<file path="config.mk">
export PLATFORM = sky130hd
export DESIGN_NAME = clkdiv_channel
export DESIGN_NICKNAME = d
export VERILOG_FILES = /design/src/rtl/clkdiv_pkg.sv /design/src/rtl/clkdiv_regs.sv /design/src/rtl/clkdiv_phase.sv /design/src/rtl/clkdiv_outsel.sv /design/src/rtl/clkdiv_channel.sv
export SDC_FILE = /design/constraint.sdc
export NUM_CORES = 1
export LEC_CHECK = 0
export BUFFER_PORTS_ARGS = -buffer_cell sky130_fd_sc_hd__buf_2
export CAP_MARGIN = 20
export CORE_MARGIN = 5
export CORE_UTILIZATION = 45
export CTS_BUF_LIST = sky130_fd_sc_hd__clkbuf_4 sky130_fd_sc_hd__clkbuf_8 sky130_fd_sc_hd__clkbuf_16
export DETAILED_ROUTE_END_ITERATION = 8
export HOLD_SLACK_MARGIN = 0.12
export PLACE_DENSITY = 0.78
export RECOVER_POWER = 50
export SLEW_MARGIN = 20
export SYNTH_ARGS = -nofsm -noshare
export SYNTH_HDL_FRONTEND = slang
export SYNTH_SLANG_ARGS = --single-unit
</file>
<file path="constraint.sdc">
create_clock -name clk -period 1.75 [get_ports clk]
set_input_delay 0.2625 -clock clk [delete_from_list [all_inputs] [get_ports clk]]
set_output_delay 0.2625 -clock clk [all_outputs]
set_load 0.1 [all_outputs]
</file>
<file path="src/rtl/clkdiv_pkg.sv">
package clkdiv_pkg;
    parameter int FIELD_W = 8;

    typedef logic [FIELD_W-1:0] phase_len_t;

    typedef struct packed {
        logic       div_on;
        phase_len_t hi_len;
        phase_len_t lo_len;
        logic       run;
    } chan_cfg_t;

    typedef enum logic {
        SEL_CTRL = 1'b0,
        SEL_RUN  = 1'b1
    } reg_sel_e;

    localparam chan_cfg_t CFG_RESET = '{div_on: 1'b0, hi_len: '0, lo_len: '0, run: 1'b1};
endpackage

</file>
<file path="src/rtl/clkdiv_regs.sv">
module clkdiv_regs
    import clkdiv_pkg::*;
#(
    parameter int DATA_W   = 32,
    parameter int LO_POS   = 0,
    parameter int HI_POS   = 16,
    parameter int EN_POS   = 31,
    parameter int RUN_POS  = 0,
    parameter bit HAS_GATE = 1'b1
) (
    input  logic              clk,
    input  logic              rst_n,
    input  logic              wr_en,
    input  logic              wr_addr,
    input  logic [DATA_W-1:0] wr_data,
    input  logic              rd_addr,
    output logic [DATA_W-1:0] rd_data,
    output chan_cfg_t         cfg
);
    chan_cfg_t cfg_d, cfg_q;
    logic      run_wr;

    generate
        if (HAS_GATE) begin : g_gated
            assign run_wr = wr_data[RUN_POS];
        end else begin : g_always_on
            assign run_wr = 1'b1;
        end
    endgenerate

    always_comb begin
        cfg_d = cfg_q;
        if (wr_en) begin
            if (reg_sel_e'(wr_addr) == SEL_CTRL) begin
                cfg_d.div_on = wr_data[EN_POS];
                cfg_d.hi_len = wr_data[HI_POS +: FIELD_W];
                cfg_d.lo_len = wr_data[LO_POS +: FIELD_W];
            end else begin
                cfg_d.run = run_wr;
            end
        end
    end

    always_ff @(posedge clk or negedge rst_n) begin
        if (!rst_n) cfg_q <= CFG_RESET;
        else        cfg_q <= cfg_d;
    end

    always_comb begin
        rd_data = '0;
        if (reg_sel_e'(rd_addr) == SEL_CTRL) begin
            rd_data[EN_POS]             = cfg_q.div_on;
            rd_data[HI_POS +: FIELD_W]  = cfg_q.hi_len;
            rd_data[LO_POS +: FIELD_W]  = cfg_q.lo_len;
        end else begin
            rd_data[RUN_POS] = cfg_q.run;
        end
    end

    assign cfg = cfg_q;
endmodule

</file>
<file path="src/rtl/clkdiv_phase.sv">
module clkdiv_phase
    import clkdiv_pkg::*;
(
    input  logic       clk,
    input  logic       rst_n,
    input  chan_cfg_t  cfg_in,
    output chan_cfg_t  act,
    output logic       phase_hi,
    output phase_len_t cnt
);
    typedef struct packed {
        chan_cfg_t  act;
        logic       phase_hi;
        phase_len_t cnt;
    } eng_t;

    eng_t st_d, st_q;
    logic at_edge;

    always_comb begin
        st_d    = st_q;
        // a boundary is every cycle in bypass, else the last low cycle
        at_edge = !st_q.act.div_on || (!st_q.phase_hi && st_q.cnt == st_q.act.lo_len);
        if (at_edge) begin
            st_d.act      = cfg_in;
            st_d.phase_hi = 1'b1;
            st_d.cnt      = '0;
        end else if (st_q.phase_hi && st_q.cnt == st_q.act.hi_len) begin
            st_d.phase_hi = 1'b0;
            st_d.cnt      = '0;
        end else begin
            st_d.cnt = st_q.cnt + 1'b1;
        end
    end

    always_ff @(posedge clk or negedge rst_n) begin
        if (!rst_n) st_q <= '{act: CFG_RESET, phase_hi: 1'b1, cnt: '0};
        else        st_q <= st_d;
    end

    assign act      = st_q.act;
    assign phase_hi = st_q.phase_hi;
    assign cnt      = st_q.cnt;
endmodule

</file>
<file path="src/rtl/clkdiv_outsel.sv">
module clkdiv_outsel (
    input  logic parent_clk,
    input  logic div_on,
    input  logic run,
    input  logic phase_hi,
    output logic clk_out
);
    always_comb begin
        clk_out = run & (div_on ? phase_hi : parent_clk);
    end
endmodule

</file>
<file path="src/rtl/clkdiv_channel.sv">
module clkdiv_channel
    import clkdiv_pkg::*;
#(
    parameter int DATA_W   = 32,
    parameter int LO_POS   = 0,
    parameter int HI_POS   = 16,
    parameter int EN_POS   = 31,
    parameter int RUN_POS  = 0,
    parameter bit HAS_GATE = 1'b1
) (
    input  logic              clk,
    input  logic              rst_n,
    input  logic              wr_en,
    input  logic              wr_addr,
    input  logic [DATA_W-1:0] wr_data,
    input  logic              rd_addr,
    output logic [DATA_W-1:0] rd_data,
    output logic              clk_out
);
    chan_cfg_t  reg_cfg;
    chan_cfg_t  act_cfg;
    logic       phase_hi;
    phase_len_t phase_cnt;

    clkdiv_regs #(
        .DATA_W(DATA_W), .LO_POS(LO_POS), .HI_POS(HI_POS),
        .EN_POS(EN_POS), .RUN_POS(RUN_POS), .HAS_GATE(HAS_GATE)
    ) u_regs (
        .clk(clk), .rst_n(rst_n), .wr_en(wr_en), .wr_addr(wr_addr),
        .wr_data(wr_data), .rd_addr(rd_addr), .rd_data(rd_data), .cfg(reg_cfg)
    );

    clkdiv_phase u_phase (
        .clk(clk), .rst_n(rst_n), .cfg_in(reg_cfg),
        .act(act_cfg), .phase_hi(phase_hi), .cnt(phase_cnt)
    );

    clkdiv_outsel u_out (
        .parent_clk(clk), .div_on(act_cfg.div_on), .run(act_cfg.run),
        .phase_hi(phase_hi), .clk_out(clk_out)
    );
endmodule

</file>
==> results.toml, run 1 <==
[synthesis]
ys_seq_area_share_pct = 50.3
async_flop_share_pct = 100
synth_edf_count = 0
ys_ff_latch = 45
yosys-top-cells-area = "dfrtp_1, mux2_2, mux2_4"
yosysMostFrequentCell = "dfrtp_1"
ys_types = 29
synth_common_cells = "dfrtp_1, mux2_2, nor2b_1, xnor2_1, buf_4"
yosys_warnings = 0
syn_area_mm2 = 0.00224
synth_top_area_share_pct = 46.8
ys.flop_type = "dfrtp_1"
synth.largest_area_cell = "dfrtp_1"
postSynthCellCount = 173
synth_area_per_cell_um2 = 13.0

[die]
rows = 25
pin_count = 70
chipHeight_um = 80.6
chipWidth_um = 80.6
initial_core_util_pct = 46.9

[global_route]
grt_start_max_net_pins = 46
grt_usage_pct = 1580
grt-ovfl-total = 65527

[sta]
worst_endpoint = "u_phase.act[15]$_DFFE_PN0P_/D"
worstEpCategory = "sequential cell input"

[outcome]
stop_stage = "global routing"
status = "stopped before the end"
tool.error = "[ERROR GRT-0232] Routing congestion too high. Check the congestion heatmap in the GUI."

[clock_tree]
postCtsSetupRepairBufs = 0

[placed_design]
finalWeightedCongestion = 0.816
place_area_mm2 = 0.00258
hpwl_mm = 2.90
dp.cells = 287
portBuffers = 39
-- stage by stage --
stage	setup TNS [ps]	setup slack (ps)
4_1_cts	-1070	-67.8
3_5_place_dp	-728	-63.5
3_3_place_gp	-190	-17.3
2_1_floorplan	-4410	-308
-- logic make-up after synthesis --
group | Yosys count | synth area share (%)
flip-flops | 45 | 50.3
AND/OR/NAND/NOR | 40 | 10.7
multiplexers | 37 | 20.2
buffers and inverters | 25 | 7.25
XOR/XNOR | 22 | 9.25
AO/OA/AOI/OAI | 2 | 1.56
adder cells (fa/ha/maj) | 1 | 0.557
other | 1 | 0.167
-- per-layer routing --
layer / GRT usage (%) / GRT overflow
met3: 7350 / 65527
met2: 27.2 / 0
met1: 17.4 / 0
met4: 10.5 / 0
met5: 0 / 0
-- what timing repair did --
item,CTS
hold endpoints to repair,60
pin swaps,3
hold buffers,18
resized for setup,12
endpoints found under the setup margin,20
==> run 2: changes to the inputs <==
CORE_UTILIZATION = 30   (was 45)
CTS_BUF_LIST = not set   (was sky130_fd_sc_hd__clkbuf_4 sky130_fd_sc_hd__clkbuf_8 sky130_fd_sc_hd__clkbuf_16)
HOLD_SLACK_MARGIN = not set   (was 0.12)
PLACE_DENSITY = not set   (was 0.78)
PLACE_DENSITY_LB_ADDON = 0.15   (was not set)
clock period = 2.3 ns   (was 1.75 ns; I/O delays follow)
==> run 2 against run 1 <==
The flow now finishes without violations; synthesized area did not move; synthesized cell count unchanged.
==> results.toml, run 2 <==
[outcome]
status = "complete, no violations"

[clock_tree]
clk_pin_slew_ps = 80
postCtsSetupRepairBufs = 0
clkLatencyLatePin_ps = 390
cts_tree = "built"

[setup_path]
critPathLaunchType = "clock port"
arrival_ps = 1860
cp_common_cell = "clkbuf_8"
required_ps = 1960
slowest_stage = "clkbuf_4"
crit_type = "clock port to primary output"
crit_fanout = 2
crit_chain = "clkbuf_8 -> clkbuf_8 -> mux2i_1 -> nor2b_2 -> clkbuf_4"
cp_slowest_stage_delay_ps = 270
critPathCaptureType = "primary output"

[synthesis]
synth_compound_area_share_pct = 1.56
yosys_warnings = 0
syn_area_mm2 = 0.00224
muxShareOfSynthArea_pct = 20.2
postSynthCellCount = 173
synth_common_cells = "dfrtp_1, mux2_2, nor2b_1, xnor2_1, buf_4"
synth_xor_area_share_pct = 9.25
synthAdderAreaFrac_pct = 0.557
synth_area_per_cell_um2 = 13.0
yosysMostFrequentCell = "dfrtp_1"
ys.flop_type = "dfrtp_1"
synth.largest_area_cell = "dfrtp_1"
async_flop_share_pct = 100
ys_ff_latch = 45
ys_types = 29
yosys-top-cells-area = "dfrtp_1, mux2_2, mux2_4"
synth_top_area_share_pct = 46.8
ys_seq_area_share_pct = 50.3
synth_top_family_by_area = "multiplexers"
yosys.area_share.simple_pct = 10.7
synth_edf_count = 0

[global_route]
grt_start_max_net_pins = 25
grt_usage_pct = 10.1
antenna_found_initial = 0
grt_pass1_vias = 1512
grt_pass1_wl_mm = 7.06
grt-ovfl-total = 0

[route]
drtPass1Iterations = 3
vias_per_cell = 4.21
drc = 0
vias = 1346
final_antenna_net_count = 0
routed_wl_mm = 4.08
first_iter_violations = 52
wire_per_inst_um = 12.8

[die]
die_area_mm2 = 0.00931
initial_core_util_pct = 30.9
pin_count = 70
chipWidth_um = 96.5
core_area_mm2 = 0.00725
rows = 31
chipHeight_um = 96.5

[pwr]
ir_drop_uv = 734
p_total_w = 0.00324
power.density_mw_per_mm2 = 1220
power.leakage_nw = 1.20

[worst_hold_path]
worst_hold_path_type = "input port to flip-flop"

[sta]
fin_setup_tns_ps = 0
setup-violations-final = 0
relSlewSlack_pct = 16.0
worstMarginPinSlew_ps = 1260
final-max-slew-violation-count = 0
rsz0062_at_grt = "false"
whs_ps = 178
hold_viol_final = 0
final.setup_skew_ps = 3.50

[cells_and_area]
layout_common_cells = "dfrtp_1, buf_2, mux2_2"
finish.utilization_pct = 36.7
syn2layout_area_growth_pct = 18.7
seq_area_mm2 = 0.00113
final_common_cell = "dfrtp_1"
antenna_cells = 0
n_fill_cell = 751
nets = 258
drive_gt1_share_pct = 43.9
fin_cells = 320
multiInputGateArea_mm2 = 0.00101

[placed_design]
dp.cells = 308
finalWeightedCongestion = 0.631
portBuffers = 39
hpwl_mm = 2.98

[run]
maxCapViolCount = 0
-- run 2: area by class of cell --
cell class	instances	share of cell area, %
clock inverters	2	0.376
clock buffers	10	4.55
flip-flops and latches	45	42.4
inverters	2	0.282
repair buffers	45	9.95
multi-input cells	117	37.8
well taps	99	4.65
-- run 2: power by group --
part	internal (W)	switching [W]	total [W]
sequential	0.00107	0.000269	0.00134
clock	0.000343	0.000362	0.000705
combinational	0.000553	0.000647	0.00120
-- run 2: final timing paths --
| check | slack, ps | from | endpoint | cells past startpoint |
|---|---|---|---|---|
| setup / recovery | 100 | clk | clk_out | 5 |
| hold / removal | 180 | wr_data[5] | u_regs.cfg[6] | 2 |
| setup reg to reg | 460 | u_phase.act[1] | u_phase.act[16] | 5 |
| hold reg to reg | 480 | u_regs.cfg[17] | u_phase.act[17] | 1 |
| max in group asynchronous | 820 | rst_n | u_regs.cfg[10] | 2 |
| min in group asynchronous | 740 | rst_n | u_regs.cfg[6] | 2 |
-- run 2: logic make-up after synthesis --
group | after synthesis
flip-flops | 45
AO/OA/AOI/OAI | 2
AND/OR/NAND/NOR | 40
XOR/XNOR | 22
other | 1
multiplexers | 37
buffers and inverters | 25
adder cells (fa/ha/maj) | 1
-- run 2: metal layers --
metal	up-vias	wire length, um	track usage (%)
met5	-	0	0
met2	41	1870	15.7
met3	6	245	3.41
met4	0	53	4.44
li1	641	-	-
met1	658	1910	12.6
-- run 2: critical path: cells and delay by family --
kind	cells	cell delay [ps]
and+or+nand+nor	1	60
muxes	1	150
buffers and inverters	3	500
-- run 2: what timing repair did --
item / in CTS / in global routing
hold buffers: 1 / 0
resized for setup: 0 / 1
endpoints found under the setup margin: 0 / 1
hold endpoints to repair: 18 / 0
-- run 2: through the flow --
step,setup WS [ps],instance area (um2)
after floorplan,76.6,2300
final,97.0,2670
after CTS,63.1,2670
after global placement,341,2530
after global routing,10.3,2670
after detailed placement,341,2530
(Power assumes the default switching activity.)
==> run 3: changes to the inputs <==
CTS_BUF_LIST = sky130_fd_sc_hd__clkbuf_8   (was not set)
SETUP_SLACK_MARGIN = 0.05   (was not set)
==> run 3 against run 2 <==
Utilization unchanged; hold slack unchanged; non-clock buffer count unchanged; clock skew unchanged; first-iteration DRC count down 3.8%; global-route usage unchanged; clock-buffer cell count down 1; sequential share of layout area unchanged; routed wire length about the same; flip-flop and latch count unchanged; register-to-register slack about the same; die area unchanged; critical path type unchanged; largest power group unchanged.
==> results.toml, run 3 (same netlist as run 2, synthesis figures left out) <==
[outcome]
status = "complete, no violations"

[placed_design]
hpwl_mm = 2.98
dpl_worst_slack_ps = 341
finalWeightedCongestion = 0.631
portBuffers = 39

[cells_and_area]
n_fill_cell = 751
layout_common_cells = "dfrtp_1, buf_2, mux2_2"
final_common_cell = "dfrtp_1"
nets = 258
syn2layout_area_growth_pct = 18.7
antenna_cells = 0
drive_gt1_share_pct = 43.9

[route]
dr_wl_met2_mm = 1.88
drtPass1Iterations = 3
drc = 0
vias = 1346
vias_per_cell = 4.21
wire_per_inst_um = 12.8
wl_met1_mm = 1.91
final_antenna_net_count = 0
first_iter_violations = 50
highest_layer = "met4"
routed_wl_mm = 4.08
dr_wl_met3_um = 246

[sta]
final.setup_skew_ps = 3.50
setup-violations-final = 0
worstMarginPinSlew_ps = 1260
relSlewSlack_pct = 16.0
rsz0062_at_grt = "false"
final-max-slew-violation-count = 0
finalWorstSetupSlack_ps = 141
hold_viol_final = 0
fin_setup_tns_ps = 0

[global_route]
grt_pass1_wl_mm = 7.06
antenna_found_initial = 0
grt_start_max_net_pins = 25
grt-ovfl-total = 0
grt_usage_pct = 10.1
grt_pass1_vias = 1512

[run]
maxCapViolCount = 0

[setup_path]
crit_type = "clock port to primary output"
crit_start = "clk"
crit_fanout = 2
required_ps = 1960
rr_startpoint = "u_phase.act[1]"
critPathLaunchType = "clock port"
arrival_ps = 1810
critPathCaptureType = "primary output"

[clock_tree]
clkLatencyLatePin_ps = 390
cts_tree = "built"
postCtsSetupRepairBufs = 0
clk_pin_slew_ps = 80

[pwr]
p_total_w = 0.00324
ir_drop_uv = 740
power.leakage_nw = 1.21
power.density_mw_per_mm2 = 1220

[die]
pin_count = 70
chipHeight_um = 96.5
core_area_mm2 = 0.00725
chipWidth_um = 96.5
rows = 31
initial_core_util_pct = 30.9
die_area_mm2 = 0.00931

[worst_hold_path]
hold_start = "wr_data[5]"
worst_hold_path_type = "input port to flip-flop"
-- run 3: cell count changes in the layout (fill, tap and decap cells not counted) --
cell,change
clkbuf_1,-1
clkbuf_4,-1
buf_4,+1
inv_1,+1
-- run 3: timing repair --
action,4_1_cts,5_1_grt
hold buffers,1,0
hold endpoints to repair,18,0
resized for setup,0,2
endpoints found under the setup margin,0,1
-- run 3: metal layers --
| layer | track usage, % | vias up |
|---|---|---|
| li1 | - | 641 |
| met1 | 12.6 | 658 |
| met2 | 15.7 | 41 |
| met3 | 3.41 | 6 |
| met4 | 4.44 | 0 |
| met5 | 0 | - |
-- run 3: layout make-up --
cell class	count	area (um2)	area share [%]
tap	99	124	4.65
timing repair buffer	45	265	9.95
inverter	2	7.51	0.282
clock inverter	3	13.8	0.516
clock buffer	9	118	4.41
multi-input combinational	117	1010	37.8
sequential	45	1130	42.4
-- run 3: worst paths after layout --
kind / end / slack [ps] / cells past startpoint
min in group asynchronous: u_regs.cfg[6] / 740 / 2
min reg2reg: u_phase.act[17] / 480 / 1
min: u_regs.cfg[6] / 180 / 2
max: clk_out / 140 / 5
max reg2reg: u_phase.act[16] / 460 / 5
max in group asynchronous: u_regs.cfg[10] / 820 / 2
-- run 3: per-stage QoR --
stage	cells	hold WS [ps]	util, %	instance area, um2
global route	320	165	36.7	2670
global placement	308	360	34.9	2530
finish	320	178	36.7	2670
detailed placement	308	361	34.9	2530
floorplan	187	49.4	-	2300
CTS	320	163	36.8	2670
-- run 3: critical path, cell delays in order --
cell      delay (ps)
clkbuf_8         110
clkbuf_8         120
mux2i_1          150
nor2b_2           60
buf_4            230
-- run 3: power breakdown --
| group | internal (W) | switching, W | leakage [nW] |
|---|---|---|---|
| clock network | 0.000340 | 0.000363 | 0.0896 |
| registers | 0.00107 | 0.000269 | 0.534 |
| logic | 0.000553 | 0.000647 | 0.583 |
==> run 4: changes to the inputs <==
CTS_BUF_LIST = sky130_fd_sc_hd__clkbuf_4 sky130_fd_sc_hd__clkbuf_8   (was sky130_fd_sc_hd__clkbuf_8)
==> run 4 against run 3 <==
Global-route usage did not move; design area rose by 0.14%; clock skew did not move; critical path depth did not move; flip-flop and latch count did not move; cell count did not move; clock-buffer cell count rose by 1; largest cell class unchanged.
==> results.toml, run 4 (same netlist as run 2, synthesis figures left out) <==
[outcome]
status = "complete, no violations"

[setup_path]
crit_fanout = 2
critPathCaptureType = "primary output"
cp_common_cell = "clkbuf_8"
slowest_stage = "buf_4"
arrival_ps = 1810
required_ps = 1960
critPathLaunchType = "clock port"
cp_slowest_stage_delay_ps = 230
path_buf_inv = 3
crit_chain = "clkbuf_8 -> clkbuf_8 -> mux2i_1 -> nor2b_2 -> buf_4"
crit_type = "clock port to primary output"
cp_top_family = "buffers and inverters"

[sta]
worstMarginPinSlew_ps = 1260
setup-violations-final = 0
relSlewSlack_pct = 16.0
rsz0062_at_grt = "false"
final-max-slew-violation-count = 0
fin_setup_tns_ps = 0
final.setup_skew_ps = 3.50
hold_viol_final = 0

[placed_design]
portBuffers = 39
finalWeightedCongestion = 0.631
hpwl_mm = 2.98

[die]
die_area_mm2 = 0.00931
chipHeight_um = 96.5
pin_count = 70
rows = 31
core_area_mm2 = 0.00725
chipWidth_um = 96.5
initial_core_util_pct = 30.9

[route]
final_antenna_net_count = 0
vias = 1346
vias_per_cell = 4.21
routed_wl_mm = 4.08
first_iter_violations = 50
wire_per_inst_um = 12.8
drtPass1Iterations = 3
drc = 0

[clock_tree]
clk_pin_slew_ps = 80
clkLatencyLatePin_ps = 390
cts_tree = "built"

[cells_and_area]
antenna_cells = 0
multiInputGateArea_mm2 = 0.00101
n_fill_cell = 749
seq_area_mm2 = 0.00113
syn2layout_area_growth_pct = 18.9
final_common_cell = "dfrtp_1"
layout_common_cells = "dfrtp_1, buf_2, mux2_2"
nets = 258
drive_gt1_share_pct = 44.3

[worst_hold_path]
worst_hold_path_type = "input port to flip-flop"

[global_route]
grt_pass1_vias = 1512
antenna_found_initial = 0
grt_pass1_wl_mm = 7.06
grt-ovfl-total = 0
grt_usage_pct = 10.1
grt_start_max_net_pins = 25

[pwr]
power.leakage_nw = 1.21
power.density_mw_per_mm2 = 1220
p_total_w = 0.00326
ir_drop_uv = 740

[run]
maxCapViolCount = 0
-- run 4: cell count changes in the layout (fill, tap and decap cells not counted) --
cell,change
inv_1,-1
clkbuf_4,+1
-- run 4: report_power, final --
part,switching (W),internal [W],leakage [nW]
Combinational,0.000647,0.000553,0.583
Sequential,0.000269,0.00107,0.534
Clock,0.000363,0.000356,0.0889
-- run 4: stage by stage --
stage	instance area, um2	worst slack (ps)	instances	utilization [%]	hold WS (ps)
floorplan	2300	76.6	187	-	49.4
global placement	2530	341	308	34.9	360
detailed placement	2530	341	308	34.9	361
CTS	2670	63.1	320	36.8	164
global route	2670	56.6	320	36.8	165
finish	2670	141	320	36.8	178
-- run 4: cell type report --
type,count,share of cell area [%]
inverter,2,0.281
clock buffer,10,4.69
sequential,45,42.3
timing repair buffer,45,9.94
tap,99,4.64
clock inverter,2,0.375
multi-input combinational,117,37.7
-- run 4: worst paths after layout --
path | startpoint | end | slack [ps] | depth (start not counted)
worst max-delay path | clk | clk_out | 140 | 5
worst min-delay path | wr_data[5] | u_regs.cfg[6] | 180 | 2
worst max register to register | u_phase.act[1] | u_phase.act[16] | 460 | 5
worst min register to register | u_regs.cfg[17] | u_phase.act[17] | 480 | 1
max in group asynchronous | rst_n | u_regs.cfg[10] | 820 | 2
min in group asynchronous | rst_n | u_regs.cfg[6] | 740 | 2
-- run 4: timing repair --
item | CTS | global route
endpoints found under the hold margin | 18 | 0
hold buffers | 1 | 0
endpoints found under the setup margin | 0 | 1
gates resized for setup | 0 | 2
setup buffers | 0 | 0
-- run 4: per-layer routing --
metal  routed length (um)  global-route usage, %  vias up
li1                     -                      -      641
met1                 1910                   12.6      658
met2                 1870                   15.7       41
met3                  246                   3.41        6
met4                   53                   4.44        0
met5                    0                      0        -
